[config.mk]
export PLATFORM = sky130hd
export DESIGN_NAME = irq_bank_top
export DESIGN_NICKNAME = d
export VERILOG_FILES = /design/src/rtl/irq_bank_pkg.sv /design/src/rtl/irq_bank_decode.sv /design/src/rtl/irq_bank_ctrl.sv /design/src/rtl/irq_bank_cause.sv /design/src/rtl/irq_bank_rdmux.sv /design/src/rtl/irq_bank_top.sv
export SDC_FILE = /design/constraint.sdc
export NUM_CORES = 1
export LEC_CHECK = 0
export CORE_ASPECT_RATIO = 1.5
export CORE_MARGIN = 1
export CORE_UTILIZATION = 45
export CTS_CLUSTER_DIAMETER = 40
export DETAILED_ROUTE_END_ITERATION = 8
export GPL_TIMING_DRIVEN = 0
export PLACE_DENSITY = 0.72
export SLEW_MARGIN = 20
export SYNTH_ARGS = -nofsm -noshare
export SYNTH_HDL_FRONTEND = slang
export SYNTH_SLANG_ARGS = --single-unit
[constraint.sdc]
create_clock -name clk -period 2.5 [get_ports clk]
set_clock_uncertainty 0.05 [all_clocks]
set_input_delay 0.75 -clock clk [delete_from_list [all_inputs] [get_ports clk]]
set_output_delay 0.75 -clock clk [all_outputs]
set_load 0.01 [all_outputs]
[src/rtl/irq_bank_pkg.sv]
package irq_bank_pkg;

    localparam int ADDR_W = 3;

    typedef enum logic [ADDR_W-1:0] {
        SEL_POLICY = 3'd0,
        SEL_CAUSE  = 3'd1,
        SEL_MCAUSE = 3'd2,
        SEL_CSET   = 3'd3,
        SEL_MASK   = 3'd4,
        SEL_MSET   = 3'd5,
        SEL_MCLR   = 3'd6,
        SEL_UNUSED = 3'd7
    } reg_sel_e;

    typedef struct packed {
        logic wr_policy;
        logic wr_cause;
        logic wr_mcause;
        logic wr_cset;
        logic wr_mask;
        logic wr_mset;
        logic wr_mclr;
        logic rd_cause;
        logic rd_mcause;
    } strobe_t;

endpackage

[src/rtl/irq_bank_decode.sv]
module irq_bank_decode
    import irq_bank_pkg::*;
(
    input  logic              wr_i,
    input  logic              rd_i,
    input  logic [ADDR_W-1:0] addr_i,
    output strobe_t           strb_o
);
    reg_sel_e sel;

    always_comb begin
        sel              = reg_sel_e'(addr_i);
        strb_o           = '0;
        strb_o.wr_policy = wr_i && (sel == SEL_POLICY);
        strb_o.wr_cause  = wr_i && (sel == SEL_CAUSE);
        strb_o.wr_mcause = wr_i && (sel == SEL_MCAUSE);
        strb_o.wr_cset   = wr_i && (sel == SEL_CSET);
        strb_o.wr_mask   = wr_i && (sel == SEL_MASK);
        strb_o.wr_mset   = wr_i && (sel == SEL_MSET);
        strb_o.wr_mclr   = wr_i && (sel == SEL_MCLR);
        strb_o.rd_cause  = rd_i && (sel == SEL_CAUSE);
        strb_o.rd_mcause = rd_i && (sel == SEL_MCAUSE);
    end
endmodule

[src/rtl/irq_bank_ctrl.sv]
module irq_bank_ctrl
    import irq_bank_pkg::*;
#(
    parameter int W = 32
) (
    input  logic         clk,
    input  logic         rst_n,
    input  strobe_t      strb_i,
    input  logic [W-1:0] wdata_i,
    output logic [W-1:0] policy_o,
    output logic [W-1:0] mask_o
);
    typedef struct packed {
        logic [W-1:0] policy;
        logic [W-1:0] mask;
    } ctrl_state_t;

    ctrl_state_t st_d, st_q;

    always_comb begin
        st_d = st_q;
        if (strb_i.wr_policy) st_d.policy = wdata_i;
        if (strb_i.wr_mask)   st_d.mask   = wdata_i;
        if (strb_i.wr_mset)   st_d.mask   = st_q.mask | wdata_i;
        if (strb_i.wr_mclr)   st_d.mask   = st_q.mask & ~wdata_i;
    end

    always_ff @(posedge clk or negedge rst_n) begin
        if (!rst_n) begin
            st_q.policy <= '0;
            st_q.mask   <= '1;
        end else begin
            st_q <= st_d;
        end
    end

    assign policy_o = st_q.policy;
    assign mask_o   = st_q.mask;
endmodule

[src/rtl/irq_bank_cause.sv]
module irq_bank_cause
    import irq_bank_pkg::*;
#(
    parameter int W = 32
) (
    input  logic         clk,
    input  logic         rst_n,
    input  strobe_t      strb_i,
    input  logic [W-1:0] wdata_i,
    input  logic [W-1:0] evt_i,
    input  logic [W-1:0] policy_i,
    input  logic [W-1:0] mask_i,
    output logic [W-1:0] cause_o
);
    typedef struct packed {
        logic [W-1:0] cause;
    } cause_state_t;

    cause_state_t st_d, st_q;
    logic [W-1:0] set_v, clr_v;

    for (genvar i = 0; i < W; i++) begin : g_bit
        logic w1c_hit, cor_hit;
        always_comb begin
            w1c_hit = !policy_i[i] && wdata_i[i] &&
                      (strb_i.wr_cause || (strb_i.wr_mcause && !mask_i[i]));
            cor_hit = policy_i[i] && st_q.cause[i] &&
                      (strb_i.rd_cause || (strb_i.rd_mcause && !mask_i[i]));
            clr_v[i] = w1c_hit || cor_hit;
            set_v[i] = evt_i[i] || (strb_i.wr_cset && wdata_i[i]);
        end
    end

    always_comb begin
        st_d.cause = (st_q.cause & ~clr_v) | set_v;
    end

    always_ff @(posedge clk or negedge rst_n) begin
        if (!rst_n) st_q <= '0;
        else        st_q <= st_d;
    end

    assign cause_o = st_q.cause;
endmodule

[src/rtl/irq_bank_rdmux.sv]
module irq_bank_rdmux
    import irq_bank_pkg::*;
#(
    parameter int W = 32
) (
    input  logic [ADDR_W-1:0] addr_i,
    input  logic [W-1:0]      policy_i,
    input  logic [W-1:0]      cause_i,
    input  logic [W-1:0]      mask_i,
    output logic [W-1:0]      rdata_o
);
    always_comb begin
        unique case (reg_sel_e'(addr_i))
            SEL_POLICY: rdata_o = policy_i;
            SEL_CAUSE:  rdata_o = cause_i;
            SEL_MCAUSE: rdata_o = cause_i & ~mask_i;
            SEL_MASK:   rdata_o = mask_i;
            default:    rdata_o = '0;
        endcase
    end
endmodule

[src/rtl/irq_bank_top.sv]
module irq_bank_top
    import irq_bank_pkg::*;
#(
    parameter int W = 32
) (
    input  logic              clk,
    input  logic              rst_n,
    input  logic [W-1:0]      evt_i,
    input  logic              reg_wr_i,
    input  logic              reg_rd_i,
    input  logic [ADDR_W-1:0] reg_addr_i,
    input  logic [W-1:0]      reg_wdata_i,
    output logic [W-1:0]      reg_rdata_o,
    output logic              irq_o
);
    strobe_t      strb;
    logic [W-1:0] policy_q, mask_q, cause_q;

    irq_bank_decode u_decode (
        .wr_i   (reg_wr_i),
        .rd_i   (reg_rd_i),
        .addr_i (reg_addr_i),
        .strb_o (strb)
    );

    irq_bank_ctrl #(.W(W)) u_ctrl (
        .clk      (clk),
        .rst_n    (rst_n),
        .strb_i   (strb),
        .wdata_i  (reg_wdata_i),
        .policy_o (policy_q),
        .mask_o   (mask_q)
    );

    irq_bank_cause #(.W(W)) u_cause (
        .clk      (clk),
        .rst_n    (rst_n),
        .strb_i   (strb),
        .wdata_i  (reg_wdata_i),
        .evt_i    (evt_i),
        .policy_i (policy_q),
        .mask_i   (mask_q),
        .cause_o  (cause_q)
    );

    irq_bank_rdmux #(.W(W)) u_rdmux (
        .addr_i   (reg_addr_i),
        .policy_i (policy_q),
        .cause_i  (cause_q),
        .mask_i   (mask_q),
        .rdata_o  (reg_rdata_o)
    );

    assign irq_o = |(cause_q & ~mask_q);
endmodule

; Word-level counts from Yosys, hierarchy flattened
; Cells that the tools add are included.
[totals]
word_cells = 449
ff_bits = 96
input_bits = 71
output_inout_bits = 33
[op_classes]
n_reduce_logical = 428
bitwise_logic = 8
mux = 4
n_eq_ne = 6
[ops]
columns = cell, count
row1 = $logic_and 1x1->1, 233
row2 = $logic_or 1x1->1, 128
row3 = $pmux 32 s4, 1
row4 = $and 32x32->32, 3
row5 = $mux 32, 3
row6 = $not 32->32, 3
row7 = $logic_not 1->1, 64
row8 = $or 32x32->32, 2
row9 = $reduce_or 32->1, 1
row10 = $eq 3x3->1 const B, 3
row11 = $eq 3x2->1 const B, 2
row12 = $eq 3x1->1 const B, 1
row13 = $logic_not 3->1, 1
row14 = $reduce_bool 3->1, 1

; Logic depth before layout (Yosys ltp)
; Gate-level depths: netlist (run 1).
[depth]
ltp_word = 9
mapped_depth = 7
depth_no_buf = 4

; Modules after synthesis
; A second synthesis (run 1) with hierarchy kept.
[unflattened]
hier_cells = 758
hier_area_um2 = 7205.7
[modules_own_cells]
columns = module, cells_each, seq_area_each_um2, instances, area_per_inst_um2
row1 = irq_bank_ctrl, 275, 1641.6, 1, 3199.3
row2 = irq_bank_cause, 271, 800.8, 1, 2434.8
row3 = irq_bank_rdmux, 150, 0.0, 1, 1209.9
row4 = irq_bank_top, 53, 0.0, 1, 251.5
row5 = irq_bank_decode, 9, 0.0, 1, 110.1

; Worst setup path after synthesis (run 1)
; Ideal clock, no wire load.
[synth_timing]
path_type = input port to output port
from = input reg_addr_i[1]
to = output reg_rdata_o[10]
arrival_ns = 1.811
required_ns = 1.700
path_slack_ns = -0.111
path_buffers = 3
stages = 6
path_cell_list = buf_6 > buf_4 > inv_1 > clkbuf_1 > a31oi_1 > o21ai_0
[synth_via]
elab_chain_len = 2
word_cells_on_any_way = 5
cone_classes = 3 x eq/ne / 1 x mux / 1 x reduce/logical
[synth_rtl]
columns = item, line
row1 = start: declaration, irq_bank_top.sv:11  ; input logic [ADDR_W-1:0] reg_addr_i,
row2 = "$eq 3x3->1, or another cell as far along", irq_bank_rdmux.sv:13  ; unique case (reg_sel_e'(addr_i))
row3 = $pmux 32 s4 *, irq_bank_rdmux.sv:13
row4 = end: declaration, irq_bank_top.sv:13  ; output logic [W-1:0] reg_rdata_o,
; Every way passes the cells marked *; elsewhere a longest branch is shown, timed or not.

; Worst setup path after layout (run 1)
[layout_timing]
from = input reg_addr_i[1]
to = output reg_rdata_o[1]
; The elaborated chain is that of the path after synthesis.

==> results.tsv, run 1 <==
metric	value	unit
ratio of cells with drive above 1 in the final layout	36.1	%
Cell Chain, Critical Path	buf_12 -> buf_12 -> buf_8 -> buf_8 -> nand3b_1 -> a21oi_2 -> a31oi_4 -> o21ai_2 -> buf_2	
Internal Power	3.54	mW
final setup margin	-0.203	ns
synthesis-to-finish area growth	41.4	%
CP startpoint	reg_addr_i[1]	
Worst EP required	1.70	ns
Port-buffer cells	102	
Logic pwr share	29.7	%
Post-DRT Antenna Nets	0	
Top FF cell, synth	dfrtp_1	
Iter 0 DRT Violations	666	
Finish-stage setup viols	33	
initial antenna violation count	0	
Worst setup EP type	primary output	
Die Wd	98.2	um
Seq cells post-synth	96	
Startpoint Class	input port	
first-pass GRT wire length	34.9	mm
synthesized area	0.00624	mm^2
Hold Path Class	in2async	
Fillers	1055	
met3 WL	2.06	mm
yosys warns	0	
RSZ-0062 raised after global routing	true	
endpoints failing hold	0	
CP top delay family	buffers and inverters	
switching share of power	32.5	%
most common cell after layout, fill and taps aside	clkdlybuf4s50_1	
Max Fclk	0.370	GHz
Worst-path clk slew	0.07	ns
num rows	52	
vias in the first global route	6686	
CP peak stage delay	0.22	ns
Clk Latency, worst-skew pair	0.35	ns
clk sinks	96	
Max Slew Vio Count	0	
TritonCTS Buffers	9	
total nets after synthesis	748	
GPL Wtd Cong	0.893	
M1 WL	8.53	mm
Via density	6.79	
die footprint	0.0144	mm^2
Initial Util	46.1	%
Least-Margin Pin Slew	0.588	ns
routed wl met2	11.4	mm
max cap viols	0	
Final Cycle Share	108	%
status	complete, but fails checks	
crit path DAT	1.90	ns
Post-DP HPWL	14.0	mm
via count	6776	
final wirelength	23.3	mm
Avg WL per Cell	23.3	um
Layout Cell Area excl Fill	0.00883	mm^2
CTS tree	built	
# DRC	0	
IO Count	104	
H-tree levels	3	
Mean Syn Cell Area	9.22	um^2
largest net degree at the start of global routing	74	
minimum clock period	2.70	ns
power share of the clock group	27.8	%
asr flop ratio synth	100	%
WP depth	9	
core area	0.0135	mm^2
failing checks	negative setup slack	
Post-synth EDFFs	0	
chip height	146	um
Clock Tree Root	clkbuf_16	
hold_buf cts	0	
Worst VDD drop	0.410	mV
Top Layer Used	met4	
cell count after synthesis	677	
synth unique cells	36	
Reg-to-Reg Start	u_ctrl.mask_o[15]	
Placed Area	0.00750	mm^2
Critical Path Slowest Stage Cell	a21oi_2	
Ant. Diodes	0	
pwr dens	594	mW/mm^2
Longest Clk Path Bufs	2	
LEAKAGE	3.54	nW
Setup TNS	-5.00	ns
CP max FO	6	
aggregate global-route resource usage	31.1	%
Sw Pwr	1.70	mW
GR Overflow Total	0	
Nets	902	
Slew headroom	60.6	%
sequential share of power	42.5	%
commonest cells after routing, fill and taps aside	clkdlybuf4s50_1, nand3b_1, dfrtp_1, a31oi_1, buf_2	
First-pass DRT Iterations	7	
share of the yosys chip area belonging to registers	39.1	%
WS Path Type	in2out	
worst reg-to-reg path cell count	4	
worst path bufs/invs	5	
-- final timing paths --
kind                                       end  slack [ns]
hold reg to reg            u_ctrl.policy_o[17]        0.51
max in group asynchronous     u_ctrl.mask_o[0]        1.51
setup reg to reg           u_cause.cause_o[15]        1.21
hold / removal             u_cause.cause_o[25]        0.19
setup / recovery                reg_rdata_o[1]       -0.20
min in group clk           u_ctrl.policy_o[17]        0.51
-- repair_timing --
item | in CTS | in global routing
resized for setup | 243 | 74
endpoints found under the setup margin | 33 | 33
cloned | 7 | 3
setup buffers | 28 | 7
pin swaps | 22 | 26
-- metrics by stage --
step	cells	total power, mW	utilization, %	worst slack (ns)	hold slack (ns)
after floorplan	677	2.91	-	0.000996	0.404
after global placement	941	3.40	55.2	-3.09	0.465
after detailed placement	942	3.47	55.4	-1.40	0.477
after CTS	993	5.08	62.6	-0.321	0.194
after global routing	998	5.45	65.2	-0.242	0.204
final	998	5.24	65.2	-0.203	0.188
-- layout make-up --
| class | instances | area [um^2] | share of cell area (%) |
|---|---|---|---|
| inverter | 33 | 128 | 1.45 |
| sequential | 96 | 2440 | 27.7 |
| timing repair buffer | 144 | 1380 | 15.6 |
| clock inverter | 4 | 51.3 | 0.581 |
| tap | 162 | 203 | 2.30 |
| clock buffer | 12 | 256 | 2.91 |
| buffer | 58 | 520 | 5.90 |
| multi-input combinational | 489 | 3850 | 43.6 |
-- worst register-to-register path: cells and delay by family (launching register included) --
family | cells | cell delay [ns]
compound gates | 3 | 0.61
flops | 1 | 0.39
buf+inv | 1 | 0.14
-- cell families (layout without fill, tap and decap cells) --
kind of cell	after synthesis	count (layout)	synth area share, %
simple gates	156	156	16.8
flops	96	96	39.1
mux	32	32	5.77
compound gates	301	301	30.9
buf+inv	92	251	7.36
-- cells in the mapped netlist (2+ instances only) --
| cell type | number | share of area (%) |
|---|---|---|
| a21oi_1 | 64 | 5.1 |
| a221o_1 | 32 | 5.1 |
| a22oi_1 | 17 | 2.0 |
| a22oi_2 | 15 | 3.0 |
| a31oi_1 | 64 | 6.4 |
| buf_1 | 3 | 0.18 |
| buf_2 | 18 | 1.4 |
| buf_4 | 4 | 0.48 |
| buf_6 | 10 | 1.8 |
| clkbuf_1 | 23 | 1.4 |
| dfrtp_1 | 64 | 26 |
| dfstp_2 | 32 | 13 |
| inv_1 | 33 | 2.0 |
| mux2_1 | 5 | 0.90 |
| mux2_2 | 27 | 4.9 |
| nand2_1 | 32 | 1.9 |
| nand2b_1 | 44 | 4.4 |
| nand3b_1 | 64 | 7.7 |
| nand4bb_4 | 2 | 0.88 |
| nor3_1 | 4 | 0.32 |
| o2111ai_1 | 4 | 0.56 |
| o21ai_0 | 62 | 5.0 |
| o21ai_1 | 34 | 2.7 |
| o22ai_1 | 8 | 0.80 |
-- registers in the layout (all words and copies together) (netlist names) --
register and cells:
u_ctrl.policy_o 32, u_ctrl.mask_o 32, u_cause.cause_o 32
-- per-layer routing --
metal	global-route usage (%)	vias up
li1	-	2878
met1	37.9	3294
met2	51.4	485
met3	4.79	119
met4	19.3	0
met5	0	-
-- power groups by stage --
stage	combinational (mW)	sequential, mW	clock [mW]
2_1_floorplan	0.785	2.12	0
3_3_place_gp	1.21	2.19	0
3_5_place_dp	1.25	2.21	0
4_1_cts	1.41	2.19	1.47
5_1_grt	1.66	2.26	1.53
6_report	1.56	2.23	1.46
Note: power is estimated with default switching activity, not from simulation.
==> run 2, diff against run 1 <==
--- a/config.mk
+++ b/config.mk
@@ -7,11 +7,11 @@
 export LEC_CHECK = 0
 export CORE_ASPECT_RATIO = 1.5
 export CORE_MARGIN = 1
-export CORE_UTILIZATION = 45
+export CORE_UTILIZATION = 40
 export CTS_CLUSTER_DIAMETER = 40
 export DETAILED_ROUTE_END_ITERATION = 8
 export GPL_TIMING_DRIVEN = 0
-export PLACE_DENSITY = 0.72
+export PLACE_DENSITY = 0.65
 export SLEW_MARGIN = 20
 export SYNTH_ARGS = -nofsm -noshare
 export SYNTH_HDL_FRONTEND = slang
==> results.tsv, run 2 (same netlist as run 1, synthesis figures left out) <==
metric	value	unit	change
status	complete, but fails checks		
failing checks	negative setup slack		
Worst setup EP type	primary output		
hold_buf cts	0		unchanged
vias in the first global route	6421		-4.0%
Via density	6.31		-7.1%
Post-DP HPWL	14.4	mm	+2.9%
die footprint	0.0161	mm^2	+12%
Clk Latency, worst-skew pair	0.36	ns	about the same
RSZ-0062 raised after global routing	true		
Longest Clk Path Bufs	2		unchanged
H-tree levels	3		unchanged
First-pass DRT Iterations	5		-2
last element of the critical path	reg_rdata_o[18]		
Worst EP required	1.70	ns	about the same
Worst VDD drop	0.422	mV	+3.0%
GR Layer Usage met3	4.90	%	+0.11 points
worst reg-to-reg path cell count	4		unchanged
LEAKAGE	3.43	nW	-3.2%
initial antenna violation count	0		unchanged
Max Slew Vio Count	0		unchanged
final setup margin	-0.147	ns	+0.0562 ns
Hold Path Class	in2async		
Finished Core Util	55.7	%	-9.5 points
GPL Wtd Cong	0.905		+1.4%
Final Cycle Share	106	%	-2.2 points
TritonCTS Buffers	9		unchanged
commonest cells after routing, fill and taps aside	clkdlybuf4s50_1, nand3b_1, dfrtp_1, a31oi_1, a21oi_1		
crit path DAT	1.85	ns	-0.05 ns
endpoints failing hold	0		unchanged
synthesis-to-finish area growth	35.1	%	
aggregate global-route resource usage	27.8	%	-3.4 points
Finish-stage setup viols	34		+3.0%
Nets	885		-1.9%
CP max FO	8		+2
reg2reg setup slack	1.19	ns	-0.02 ns
max cap viols	0		unchanged
clk sinks	96		unchanged
minimum clock period	2.65	ns	-0.0562 ns
Non-Filler Instances	1018		+2.0%
Clock Tree Root	clkbuf_16		
final wirelength	22.4	mm	-3.9%
R2R Path End	u_cause.cause_o[15]		
# DRC	0		unchanged
CP startpoint	reg_addr_i[1]		
first-pass GRT wire length	34.9	mm	-0.14%
via count	6422		-5.2%
Avg WL per Cell	22.0	um	-5.8%
Iter 0 DRT Violations	512		-23%
Port-buffer cells	102		unchanged
Slew headroom	60.0	%	-0.65 points
core area	0.0151	mm^2	+12%
Max Fclk	0.378	GHz	+2.1%
Die Wd	104	um	+5.9%
WS Path Type	in2out		
Setup TNS	-3.94	ns	+1.06 ns
Worst-path clk slew	0.08	ns	about the same
Reg-to-Reg Start	u_ctrl.mask_o[15]		
Post-DRT Antenna Nets	0		unchanged
IO Count	104		unchanged
ratio of cells with drive above 1 in the final layout	34.6	%	-1.6 points
pwr dens	606	mW/mm^2	+2.1%
Pwr Total	5.11	mW	-2.5%
Startpoint Class	input port		
GR Overflow Total	0		unchanged
Initial Util	41.2	%	-4.9 points
met1 Track Usage GR	32.6	%	-5.3 points
most common cell after layout, fill and taps aside	clkdlybuf4s50_1		
Least-Margin Pin Slew	0.600	ns	+0.0122 ns
placed cells	979		+3.9%
chip height	155	um	+6.0%
GRT Max-Usage Layer	met2		
largest net degree at the start of global routing	52		-30%
Ant. Diodes	0		unchanged
CTS tree	built		
num rows	55		+5.8%
GR Util met2	47.0	%	-4.4 points
==> run 2: cell types whose count changed in the layout (fill, tap and decap cells not counted), sizes merged <==
cell,previous run,this run
buf,112,95
inv,33,32
clkbuf,36,34
clkinvlp,2,4
bufbuf,0,1
==> run 2: area by class of cell <==
type	instances	area [um^2]
clock buffer	11	243
timing repair buffer	127	1140
clock inverter	5	57.6
fill	1368	6710
multi-input combinational	489	3690
sequential	96	2440
buffer	58	483
inverter	33	128
tap	199	249
==> run 2: worst min-delay path by stage <==
stage / to / slack, ns / cells past startpoint
after floorplan: u_cause.cause_o[0] / 0.40 / 0
after global placement: u_ctrl.policy_o[23] / 0.46 / 1
after detailed placement: u_ctrl.policy_o[0] / 0.48 / 1
after CTS: u_ctrl.policy_o[9] / 0.29 / 1
after global routing: u_ctrl.policy_o[9] / 0.30 / 1
final: u_ctrl.policy_o[9] / 0.27 / 1
==> run 2: repair_timing <==
item,4_1_cts,5_1_grt
cloned,2,2
endpoints found under the setup margin,34,36
resized for setup,230,58
setup buffers,16,4
pin swaps,20,10
==> run 2: metal layers <==
layer / routed length (um) / part of all wire (%) / vias up
met3: 1610 / 7.2 / 90
met4: 1110 / 5.0 / 0
met1: 8540 / 38 / 3160
met5: 0 / 0 / -
li1: - / - / 2840
met2: 11100 / 50 / 332
==> run 2: power by group <==
part | internal, mW | switching (mW) | leakage, nW
Sequential | 1.89 | 0.317 | 1.02
Combinational | 0.753 | 0.702 | 2.27
Clock | 0.803 | 0.647 | 0.138
==> run 2: stage by stage <==
step / area (um^2) / hold WS, ns / setup WS [ns]
floorplan: 6250 / 0.404 / 0.000996
global placement: 7520 / 0.463 / -3.13
detailed placement: 7550 / 0.477 / -1.44
CTS: 8190 / 0.285 / -0.228
global route: 8430 / 0.295 / -0.194
finish: 8430 / 0.270 / -0.147
==> run 2: critical path, cell delays in order <==
cell and delay (ns):
buf_12 0.12, buf_12 0.14, nor3b_4 0.17, buf_6 0.21, buf_8 0.16, nand2_2 0.06
o21ai_2 0.07, buf_2 0.16
==> run 3, diff against run 2 <==
--- a/config.mk
+++ b/config.mk
@@ -9,6 +9,7 @@
 export CORE_MARGIN = 1
 export CORE_UTILIZATION = 40
 export CTS_CLUSTER_DIAMETER = 40
+export CTS_CLUSTER_SIZE = 24
 export DETAILED_ROUTE_END_ITERATION = 8
 export GPL_TIMING_DRIVEN = 0
 export PLACE_DENSITY = 0.65
==> constraint.sdc (replaced) <==
create_clock -name clk -period 2.5 [get_ports clk]
set_clock_uncertainty 0.05 [all_clocks]
set_input_delay 0.75 -clock clk [delete_from_list [all_inputs] [get_ports clk]]
set_output_delay 0.75 -clock clk [all_outputs]
set_load 0.02 [all_outputs]
==> results.tsv, run 3 (same netlist as run 1, synthesis figures left out) <==
metric	value	unit	change
Startpoint Class	input port		
# DRC	0		unchanged
WS Path Type	in2out		
Hold Path Class	in2async		
Slew headroom	56.5	%	-3.4 points
most common cell after layout, fill and taps aside	clkdlybuf4s50_1		
Post-DP HPWL	14.5	mm	+1.1%
Die Wd	104	um	unchanged
Logic pwr share	32.1	%	+3.6 points
Finish-stage setup viols	33		-2.9%
Placed Area	0.00767	mm^2	+1.6%
GPL Wtd Cong	0.894		-1.2%
GR Overflow Total	0		unchanged
largest net degree at the start of global routing	53		+1.9%
minimum clock period	2.64	ns	-0.00236 ns
Internal Power	3.63	mW	+5.4%
Clock Tree Root	clkbuf_16		
aggregate global-route resource usage	29.0	%	+1.3 points
num rows	55		unchanged
placed cells	979		unchanged
first-pass GRT wire length	36.5	mm	+4.6%
initial antenna violation count	0		unchanged
Fillers	1259		-8.0%
Max Slew Vio Count	0		unchanged
chip height	155	um	unchanged
core area	0.0151	mm^2	unchanged
Iter 0 DRT Violations	448		-13%
commonest cells after routing, fill and taps aside	clkdlybuf4s50_1, nand3b_1, dfrtp_1, buf_6, a21oi_1		
endpoints failing hold	0		unchanged
RSZ-0062 raised after global routing	true		
synthesis-to-finish area growth	48.6	%	
Least-Margin Pin Slew	0.652	ns	+0.0517 ns
Cell Chain, Critical Path	buf_4 -> buf_8 -> clkbuf_8 -> a31oi_4 -> o21ai_2 -> buf_6		
Final Cycle Share	106	%	about the same
Worst EP required	1.70	ns	about the same
Sw Pwr	1.85	mW	+11%
LEAKAGE	3.61	nW	+5.4%
Via density	6.38		+1.1%
Post-DRT Antenna Nets	0		unchanged
Clk Latency, worst-skew pair	0.35	ns	about the same
pwr dens	590	mW/mm^2	-2.6%
power share of the clock group	27.2	%	-1.2 points
H-tree levels	3		unchanged
CTS tree	built		
final wirelength	23.6	mm	+5.4%
CP max FO	10		+2
Layout Cell Area excl Fill	0.00928	mm^2	+10%
Longest Clk Path Bufs	2		unchanged
TritonCTS Buffers	9		unchanged
Nets	893		+0.90%
clk sinks	96		unchanged
Worst-path clk slew	0.07	ns	about the same
vias in the first global route	6723		+4.7%
Worst setup EP type	primary output		
CP peak stage delay	0.25	ns	+0.04 ns
max cap viols	0		unchanged
Avg WL per Cell	23.0	um	+4.6%
sequential share of power	40.8	%	-2.4 points
Critical Path Slowest Stage Cell	clkbuf_8		
Non-Filler Instances	1026		+0.79%
via count	6544		+1.9%
Ant. Diodes	0		unchanged
switching share of power	33.7	%	+1.1 points
crit path DAT	1.84	ns	about the same
final setup margin	-0.144	ns	+0.00236 ns
Initial Util	41.2	%	unchanged
Port-buffer cells	102		unchanged
hold_buf cts	0		unchanged
failing checks	negative setup slack		
Max Fclk	0.378	GHz	about the same
Pwr Total	5.48	mW	+7.2%
ratio of cells with drive above 1 in the final layout	40.6	%	+6.1 points
die footprint	0.0161	mm^2	unchanged
IO Count	104		unchanged
Worst VDD drop	0.358	mV	-15%
status	complete, but fails checks		
First-pass DRT Iterations	5		unchanged
run 3: cell types whose count changed in the layout (fill, tap and decap cells not counted), moves of 13 or more:
cell and change:
a31oi_1 -29, buf_6 +35, a21oi_1 -21, buf_2 -34, nand2_2 -13, a31oi_4 +22, a21oi_2 +21
run 3: critical path: cells and delay by family:
family | cells | cell delay, ns
buf+inv | 4 | 0.79
compound gates | 2 | 0.30
run 3: final timing paths:
| path | startpoint | endpoint | slack [ns] | cells after the start |
|---|---|---|---|---|
| min | rst_n | u_ctrl.policy_o[9] | 0.27 | 1 |
| max in group asynchronous | rst_n | u_ctrl.mask_o[28] | 1.44 | 2 |
| min reg2reg | u_ctrl.policy_o[23] | u_ctrl.policy_o[23] | 0.49 | 1 |
| max reg2reg | u_ctrl.mask_o[13] | u_cause.cause_o[13] | 1.20 | 4 |
| max | reg_addr_i[0] | reg_rdata_o[24] | -0.14 | 6 |
| min in group clk | u_ctrl.policy_o[23] | u_ctrl.policy_o[23] | 0.49 | 1 |
run 3: per-layer routing:
metal,routed length [um],global-route usage (%)
met4,967,15.2
met3,1590,5.74
met5,0,0
met1,9070,34.5
met2,12000,49.6
run 3: repair_timing:
item | CTS | global route
pin swaps | 14 | 14
gates resized for setup | 332 | 75
setup buffers | 17 | 8
endpoints found under the setup margin | 34 | 33
cloned | 6 | 1
run 3: metrics by stage:
step	worst slack [ns]	hold slack [ns]	setup TNS, ns	util, %
6_report	-0.144	0.274	-3.47	61.3
5_1_grt	-0.169	0.301	-4.73	61.3
4_1_cts	-0.246	0.290	-6.75	58.5
3_5_place_dp	-1.50	0.469	-68.59	50.7
3_3_place_gp	-3.10	0.467	-323.94	50.5
2_1_floorplan	-0.0456	0.404	-0.911	-
run 3: power groups by stage:
stage          Clock (mW)  Sequential, mW  Combinational, mW
3_5_place_dp            0            2.22               1.34
2_1_floorplan           0            2.12              0.869
3_3_place_gp            0            2.20               1.31
6_report             1.49            2.23               1.76
4_1_cts              1.49            2.20               1.58
5_1_grt              1.55            2.27               1.87
run 3: layout make-up:
type                    count  area [um^2]  share of cell area, %
well taps                 199          249                   2.68
plain buffers              58          534                   5.76
inverters                  33          128                   1.38
multi-input cells         489         4160                   44.9
flip-flops and latches     96         2440                   26.3
clock inverters             4         52.6                  0.567
clock buffers              12          256                   2.77
repair buffers            135         1450                   15.6
